### config.mk
export PLATFORM = sky130hd
export DESIGN_NAME = prio_classifier
export DESIGN_NICKNAME = d
export VERILOG_FILES = /design/src/rtl/prio_cls_pkg.sv /design/src/rtl/prio_cls_port_enables.sv /design/src/rtl/prio_cls_dscp_lookup.sv /design/src/rtl/prio_cls_tag_compare.sv /design/src/rtl/prio_classifier.sv
export SDC_FILE = /design/constraint.sdc
export NUM_CORES = 1
export LEC_CHECK = 0
export BUFFER_PORTS_ARGS = -buffer_cell sky130_fd_sc_hd__buf_2
export CORE_MARGIN = 1.5
export CORE_UTILIZATION = 34
export CTS_CLUSTER_SIZE = 12
export DETAILED_ROUTE_END_ITERATION = 8
export MAX_ROUTING_LAYER = met4
export PLACE_DENSITY = 0.77
export SLEW_MARGIN = 20
export SYNTH_ARGS = -nofsm -noshare
export SYNTH_HDL_FRONTEND = slang
export SYNTH_SLANG_ARGS = --single-unit
### constraint.sdc
create_clock -name clk -period 0.9 [get_ports clk]
set_input_delay 0.09 -clock clk [delete_from_list [all_inputs] [get_ports clk]]
set_output_delay 0.09 -clock clk [all_outputs]
set_load 0.02 [all_outputs]
### src/rtl/prio_cls_pkg.sv
package prio_cls_pkg;
    localparam int unsigned CODE_W = 6;
    localparam int unsigned MAP_W  = 1 << CODE_W;
    localparam int unsigned PRI_W  = 3;

    typedef enum logic {
        ST_IDLE   = 1'b0,
        ST_RESULT = 1'b1
    } cls_state_e;
endpackage

### src/rtl/prio_cls_port_enables.sv
module prio_cls_port_enables #(
    parameter int unsigned NUM_PORTS = 5,
    parameter int unsigned PORT_W    = 3
) (
    input  logic [PORT_W-1:0]    port,
    input  logic [NUM_PORTS-1:0] dscp_en,
    input  logic [NUM_PORTS-1:0] tag_en,
    output logic                 dscp_on,
    output logic                 tag_on
);
    logic [NUM_PORTS-1:0] hit;

    // One-hot port match; a port number with no match enables nothing.
    for (genvar p = 0; p < NUM_PORTS; p++) begin : g_match
        assign hit[p] = (port == PORT_W'(p));
    end

    assign dscp_on = |(hit & dscp_en);
    assign tag_on  = |(hit & tag_en);
endmodule

### src/rtl/prio_cls_dscp_lookup.sv
module prio_cls_dscp_lookup
    import prio_cls_pkg::*;
(
    input  logic [CODE_W-1:0] code,
    input  logic [MAP_W-1:0]  map,
    input  logic              apply,
    output logic              vote_high
);
    logic [MAP_W-1:0] onehot;

    // Full decode of the code point, then mask against the map.
    always_comb begin
        onehot       = '0;
        onehot[code] = 1'b1;
    end

    assign vote_high = apply & (|(onehot & map));
endmodule

### src/rtl/prio_cls_tag_compare.sv
module prio_cls_tag_compare
    import prio_cls_pkg::*;
(
    input  logic [PRI_W-1:0] pri,
    input  logic [PRI_W-1:0] threshold,
    input  logic             apply,
    output logic             vote_high
);
    assign vote_high = apply & (pri >= threshold);
endmodule

### src/rtl/prio_classifier.sv
module prio_classifier
    import prio_cls_pkg::*;
#(
    parameter int unsigned NUM_PORTS = 5,
    parameter int unsigned PORT_W    = 3
) (
    input  logic                 clk,
    input  logic                 rst_n,
    input  logic                 in_valid,
    input  logic [PORT_W-1:0]    in_port,
    input  logic                 tos_valid,
    input  logic [7:0]           tos_byte,
    input  logic                 tag_present,
    input  logic [2:0]           tag_pri,
    input  logic [63:0]          dscp_map,
    input  logic [2:0]           pri_threshold,
    input  logic [NUM_PORTS-1:0] dscp_en,
    input  logic [NUM_PORTS-1:0] tag_en,
    output logic                 out_valid,
    output logic                 out_high
);
    cls_state_e state_q, state_d;
    logic       high_q;
    logic       dscp_on, tag_on;
    logic       dscp_vote, tag_vote;
    logic       unused_tos_lsbs;

    // The two low TOS bits carry no part of the code point.
    assign unused_tos_lsbs = ^tos_byte[1:0];

    prio_cls_port_enables #(
        .NUM_PORTS (NUM_PORTS),
        .PORT_W    (PORT_W)
    ) u_enables (
        .port    (in_port),
        .dscp_en (dscp_en),
        .tag_en  (tag_en),
        .dscp_on (dscp_on),
        .tag_on  (tag_on)
    );

    prio_cls_dscp_lookup u_dscp (
        .code      (tos_byte[7:2]),
        .map       (dscp_map),
        .apply     (tos_valid & dscp_on),
        .vote_high (dscp_vote)
    );

    prio_cls_tag_compare u_tag (
        .pri       (tag_pri),
        .threshold (pri_threshold),
        .apply     (tag_present & tag_on),
        .vote_high (tag_vote)
    );

    always_comb begin
        unique case (state_q)
            ST_IDLE:   state_d = in_valid ? ST_RESULT : ST_IDLE;
            ST_RESULT: state_d = in_valid ? ST_RESULT : ST_IDLE;
            default:   state_d = ST_IDLE;
        endcase
    end

    always_ff @(posedge clk or negedge rst_n) begin
        if (!rst_n) begin
            state_q <= ST_IDLE;
            high_q  <= 1'b0;
        end else begin
            state_q <= state_d;
            if (in_valid) begin
                high_q <= dscp_vote | tag_vote;
            end
        end
    end

    always_comb begin
        unique case (state_q)
            ST_IDLE: begin
                out_valid = 1'b0;
                out_high  = 1'b0;
            end
            ST_RESULT: begin
                out_valid = 1'b1;
                out_high  = high_q;
            end
            default: begin
                out_valid = 1'b0;
                out_high  = 1'b0;
            end
        endcase
    end
endmodule

==> out/qor.txt, run 1 <==
status - finished, violations left
failing checks - setup timing
WP buf/inv - 1
I/O Buffers - 95
remaining global-route overflow - 0
CTS buffer count - 3
CP endpoint kind - flip-flop
clk sinks - 2
worst-path fanout max - 7
Final WS setup - -0.4351 ns
Initial Util - 35.86%
synthesized area - 888.4 um^2
total routed wirelength - 3503 um
Yosys cell types - 39
DRC violations left - 0
CP required - 1.00 ns
critical path launch point type - input port
fmax - 0.7490 GHz
Yosys top cell area share - 13.52%
clk buf depth - 2
ys async rst share - 100.0%
clock-pin slew on the worst setup and hold paths - 0.03 ns
syn_area_per_cell - 8.150 um^2
Die H - 54.12 um
Syn. warnings - 0
final setup skew - 0 ns
Iteration-0 DRC Markers - 9
post-synthesis sequential area ratio - 5.634%
Via Count - 1368
RSZ-0062 raised after global routing - yes
core area - 2477 um^2
largest cells by area after synthesis - mux2i_1 14%, a221o_1 6.8%, nand3b_1 6.8%
min Tclk post-route - 1.335 ns
IO Pins - 98
worst-margin pin slew - 0.2286 ns
Max-cap violations - 0
Main synth FF type - dfrtp_1
GRT Util Overall - 23.81%
Crit Path Class - input port to flip-flop
max incr delay on CP - 0.31 ns
reg2reg path depth - 2
initial antenna violation count - 0
routability-driven placement congestion ratio - 0.8318
fin nets - 320
cells along the critical path - buf_12, mux2_4, a221o_1, a221o_1, nand4b_1, and4_1, o21ai_2
Post-CTS Setup Bufs - 0
HPWL after DPL - 2780 um
CP dominant cell by count - a221o_1
H-tree depth - 1
Psw - 0.3401 mW
Clk Latency, worst-skew pair - 0.22 ns
final non-filler cell total - 249
post-synth top area cell - mux2i_1
die width - 54.12 um
Post-synth EDFFs - 0
hold-critical path depth - 1
Setup-failing EPs final - 2
vias in the first global route - 1250
Pwr per Cell Area - 606.0 nW/um^2
relative slew slack - 84.54%
Seq pwr share - 10.0%
Worst EP arrival - 1.44 ns
min-delay worst type - input port to flip-flop
Placed Cells - 244
worst vdd ir - 0.0004371 V
crit path max-delay cell type - a221o_1
Comb pwr share - 70.4%
Post-Syn Instances - 109
static leakage - 0.8901 nW
Area Growth Syn to Fin - 88.17%
crit-path leading delay family - compound AO/OA/AOI/OAI gates
Worst path depth - 7
P_int - 0.6729 mW
first-pass GRT wire length - 5057 um
full die area - 2928 um^2
Final Hold Viols - 0
vias per cell - 5.494
Yosys reg bits - 2
Mapped Nets - 208
fraction of layout cells with a size suffix above 1 - 61.19%
clock root buffer master - clkbuf_4
row count - 18
Final ANT Viol Nets - 0
fin. max-slew vios - 0
DR pass1 iterations - 4
CTS tree - built
largest net degree at the start of global routing - 13
Switching Share - 33.57%
DR WL/cell - 14.07 um
Setup Slack @ Placement - -0.8795 ns
clock share of power - 19.6%
fin crit share - 148.3%
ANT cells - 0
[cell usage in the layout (no fill, tap or decap), types with 2 or more instances in the layout]
cell,netlist,layout
and2_4,0,2
o211ai_1,3,3
buf_4,1,19
mux2_2,1,2
mux2_1,5,2
buf_6,1,3
nand2_1,2,2
o211a_1,4,4
o221ai_1,3,3
o21ai_0,4,3
dfrtp_1,2,2
mux2_4,1,3
a211oi_1,3,3
ha_1,3,3
inv_1,5,5
a22oi_1,4,4
a22o_1,4,4
buf_2,5,91
a221oi_2,0,3
clkbuf_4,0,3
nor2_1,3,3
nand3b_1,8,8
nand4b_1,2,2
buf_12,0,3
nor3_1,2,2
mux2i_1,12,12
a221o_1,6,6
nor2_4,0,2
a31oi_1,3,3
[metal layers]
metal | share of wire [%] | vias to the layer above | track usage (%)
met3 | 10 | 4 | 3.889
met5 | 0 | - | -
met2 | 52 | 76 | 47.56
met4 | 0.94 | 0 | 5.000
met1 | 37 | 611 | 23.81
li1 | - | 677 | -
[cell type report]
type                            count  area (um^2)
Inverter                            5        18.77
Multi-Input combinational cell     91        808.3
Fill cell                         227        805.8
Tap cell                           30        37.54
Clock buffer                        3        22.52
Sequential cell                     2        50.05
Timing Repair Buffer              118        734.5
[worst reg2reg max path, stage by stage, from the launching register on]
cell	delay (ns)
dfrtp_1	0.37
mux2i_1	0.15
o21ai_2	0.07
[cell families (layout without fill, tap and decap cells)]
logic type      count (synthesis)  in the layout  synth area share (%)
buf+inv                        16            126                 8.733
simple gates                   26             26                 18.87
flops                           2              2                 5.634
fa+ha+maj                       3              3                 4.226
compound gates                 43             43                 39.72
mux                            19             19                 22.82
[worst paths after layout]
kind | start | end | slack, ns
min in group asynchronous | rst_n | high_q$_DFFE_PN0P_ | 0.20
max in group asynchronous | rst_n | state_q$_DFF_PN0_ | 0.61
max | tos_byte[2] | high_q$_DFFE_PN0P_ | -0.44
min reg2reg | high_q$_DFFE_PN0P_ | high_q$_DFFE_PN0P_ | 0.50
min | in_valid | state_q$_DFF_PN0_ | 0.02
max reg2reg | high_q$_DFFE_PN0P_ | high_q$_DFFE_PN0P_ | 0.20
[flip-flops by register name (all words and copies together) (netlist names)]
signal / flops
high_q: 1
state_q: 1
[metrics by stage]
stage | instance area [um^2] | hold slack (ns) | utilization [%] | setup TNS, ns | power, mW
finish | 1672 | 0.01790 | 67.47 | -0.4820 | 1.013
floorplan | 904.6 | -0.2056 | - | -0.6168 | 0.4130
global placement | 1538 | -0.1241 | 62.07 | -0.8264 | 0.7354
detailed placement | 1538 | -0.1239 | 62.07 | -0.8795 | 0.7456
global route | 1672 | 0.008749 | 67.47 | -0.5763 | 1.096
CTS | 1659 | 0.007638 | 66.97 | -0.4862 | 1.011
[Yosys cell counts, types with 2 or more instances]
master    instances
nor3_1            2
nand3b_1          8
nor2_1            3
a31oi_1           3
buf_2             5
o211a_1           4
a221oi_1          4
nor2_2            2
and2_1            2
a22o_1            4
clkbuf_1          2
mux2_1            5
dfrtp_1           2
o211ai_1          3
a22oi_1           4
ha_1              3
a211oi_1          3
nand2_1           2
mux2i_1          12
a221o_1           6
o221ai_1          3
nand4b_1          2
inv_1             5
o21ai_0           4
buf_1             2
[what timing repair did]
item,CTS,global route
gates cloned,1,0
endpoints found under the hold margin,2,0
hold buffers,1,0
gates resized for setup,15,4
setup endpoints to repair,2,2
pin swaps,4,0
[power groups by stage]
stage	sequential, mW	clock [mW]	combinational [mW]
3_3_place_gp	0.102	0	0.634
5_1_grt	0.103	0.221	0.771
6_report	0.101	0.198	0.714
2_1_floorplan	0.104	0	0.309
4_1_cts	0.101	0.212	0.699
3_5_place_dp	0.102	0	0.644
No activity file was read; power rests on OpenSTA's default activity.
==> inputs of run 2 (changes only) <==
==> constraint.sdc (replaced) <==
create_clock -name clk -period 0.9 [get_ports clk]
set_input_delay 0.09 -clock clk [delete_from_list [all_inputs] [get_ports clk]]
set_output_delay 0.09 -clock clk [all_outputs]
set_load 0.05 [all_outputs]
==> run 2 against run 1 <==
The flow still finishes with violations (setup timing). Count of clock-buffer cells in the layout rose by 1. Hold slack improved by 0.13 ns. Critical path depth did not move. Flip-flop and latch count did not move. Wire length fell by 8.1%. Power barely moved. Cell area fell by 3.1%. Global-route usage fell by 1.2 points.
==> out/qor.txt, run 2 (synthesized netlist as in run 1, its figures left out) <==
DR pass1 iterations - 4
Area Growth Syn to Fin - 82.25%
initial antenna violation count - 0
CP dominant cell by count - a221o_1
Final WS setup - -0.4440 ns
I/O Buffers - 95
Post-CTS Setup Bufs - 0
Worst EP arrival - 1.45 ns
final setup skew - 0 ns
FF-to-FF Start - high_q$_DFFE_PN0P_
vias in the first global route - 1256
Die H - 54.12 um
IO Pins - 98
clk buf depth - 2
status - finished, violations left
HP Start - in_valid
fraction of layout cells with a size suffix above 1 - 59.36%
CTS buffer count - 3
Pwr per Cell Area - 625.8 nW/um^2
full die area - 2928 um^2
min-delay worst type - input port to flip-flop
CP required - 1.01 ns
reg2reg path depth - 2
hold-critical path depth - 3
Clk Latency, worst-skew pair - 0.23 ns
worst-margin pin slew - 0.2669 ns
ANT cells - 0
DRC violations left - 0
final core occ - 65.35%
first-pass GRT wire length - 4864 um
min Tclk post-route - 1.344 ns
die width - 54.12 um
routability-driven placement congestion ratio - 0.8211
failing checks - setup timing
worst vdd ir - 0.0008194 V
Setup Slack @ Placement - -0.8543 ns
CP endpoint kind - flip-flop
total routed wirelength - 3220 um
fmax - 0.7440 GHz
worst-path fanout max - 12
fin crit share - 149.3%
clk sinks - 2
crit-path leading delay family - compound AO/OA/AOI/OAI gates
fin nets - 319
Max-cap violations - 0
setup_tns - -0.5561 ns
critical path launch point type - input port
fin area - 1619 um^2
Crit Path Class - input port to flip-flop
clock-pin slew on the worst setup and hold paths - 0.03 ns
GRT Util Overall - 22.56%
Iteration-0 DRC Markers - 15
largest net degree at the start of global routing - 14
core area - 2477 um^2
commonest non-fill, non-tap cell in the layout - buf_2
Worst path depth - 7
most frequent cells in the layout - 91 x buf_2, 19 x buf_4, 12 x mux2i_1
Setup-failing EPs final - 2
vias per cell - 5.365
CTS tree - built
H-tree depth - 1
crit path max-delay cell type - a221o_1
Regs by FF count - high_q (1), state_q (1)
relative slew slack - 81.95%
static leakage - 0.8620 nW
cells along the critical path - buf_12, mux2_4, a221o_1, a221o_1, nand4b_1, and4_1, o21ai_2
DR WL/cell - 12.93 um
max incr delay on CP - 0.31 ns
Final Hold Viols - 0
origin of the worst setup path - tos_byte[2]
Final ANT Viol Nets - 0
hold_ws - 0.1456 ns
Initial Util - 35.86%
RSZ-0062 raised after global routing - yes
row count - 18
fin. max-slew vios - 0
Placed Area - 1521 um^2
remaining global-route overflow - 0
WP buf/inv - 1
HPWL after DPL - 2761 um
Via Count - 1336
clock root buffer master - clkbuf_4
run 2: cell type report:
cell class                      count  area [um^2]
Inverter                            5        18.77
Sequential cell                     2        51.30
Timing Repair Buffer              117        695.7
Tap cell                           30        37.54
Fill cell                         237        858.3
Clock buffer                        4        26.28
Multi-Input combinational cell     91        789.5
run 2: path summary, 6_finish.rpt:
check,to,slack [ns]
min in group asynchronous,state_q$_DFF_PN0_,0.19
worst max-delay path,high_q$_DFFE_PN0P_,-0.44
worst max register to register,high_q$_DFFE_PN0P_,0.19
worst min-delay path,high_q$_DFFE_PN0P_,0.15
worst min register to register,high_q$_DFFE_PN0P_,0.50
max in group asynchronous,high_q$_DFFE_PN0P_,0.60
run 2: repair_timing:
item | in CTS | in global routing
gates cloned | 0 | 0
endpoints found under the setup margin | 3 | 3
hold buffers | 2 | 0
resized for setup | 14 | 1
pin swaps | 2 | 0
hold endpoints to repair | 3 | 0
run 2: routing by layer:
| metal | wire length, um | share of wire (%) | track usage (%) |
|---|---|---|---|
| met3 | 301 | 9.3 | 3.611 |
| met1 | 1315 | 41 | 25.90 |
| met5 | 0 | 0 | - |
| met2 | 1593 | 49 | 42.07 |
| met4 | 10 | 0.31 | 2.500 |
run 2: per-stage QoR:
| stage | power, mW | cells |
|---|---|---|
| 2_1_floorplan | 0.4282 | 109 |
| 3_3_place_gp | 0.7398 | 243 |
| 3_5_place_dp | 0.7466 | 243 |
| 4_1_cts | 1.020 | 249 |
| 5_1_grt | 1.104 | 249 |
| 6_report | 1.013 | 249 |
run 2: power by group:
part | switching [mW] | leakage, nW | internal (mW)
sequential | 0.00429 | 0.0241 | 0.0981
clock | 0.0674 | 0.0150 | 0.166
combinational | 0.276 | 0.823 | 0.402
total | 0.348 | 0.862 | 0.666
run 2: worst reg2reg max path, cell delays in order (launching register included):
cell     delay [ns]
dfrtp_1        0.37
mux2i_1        0.15
o21ai_2        0.07
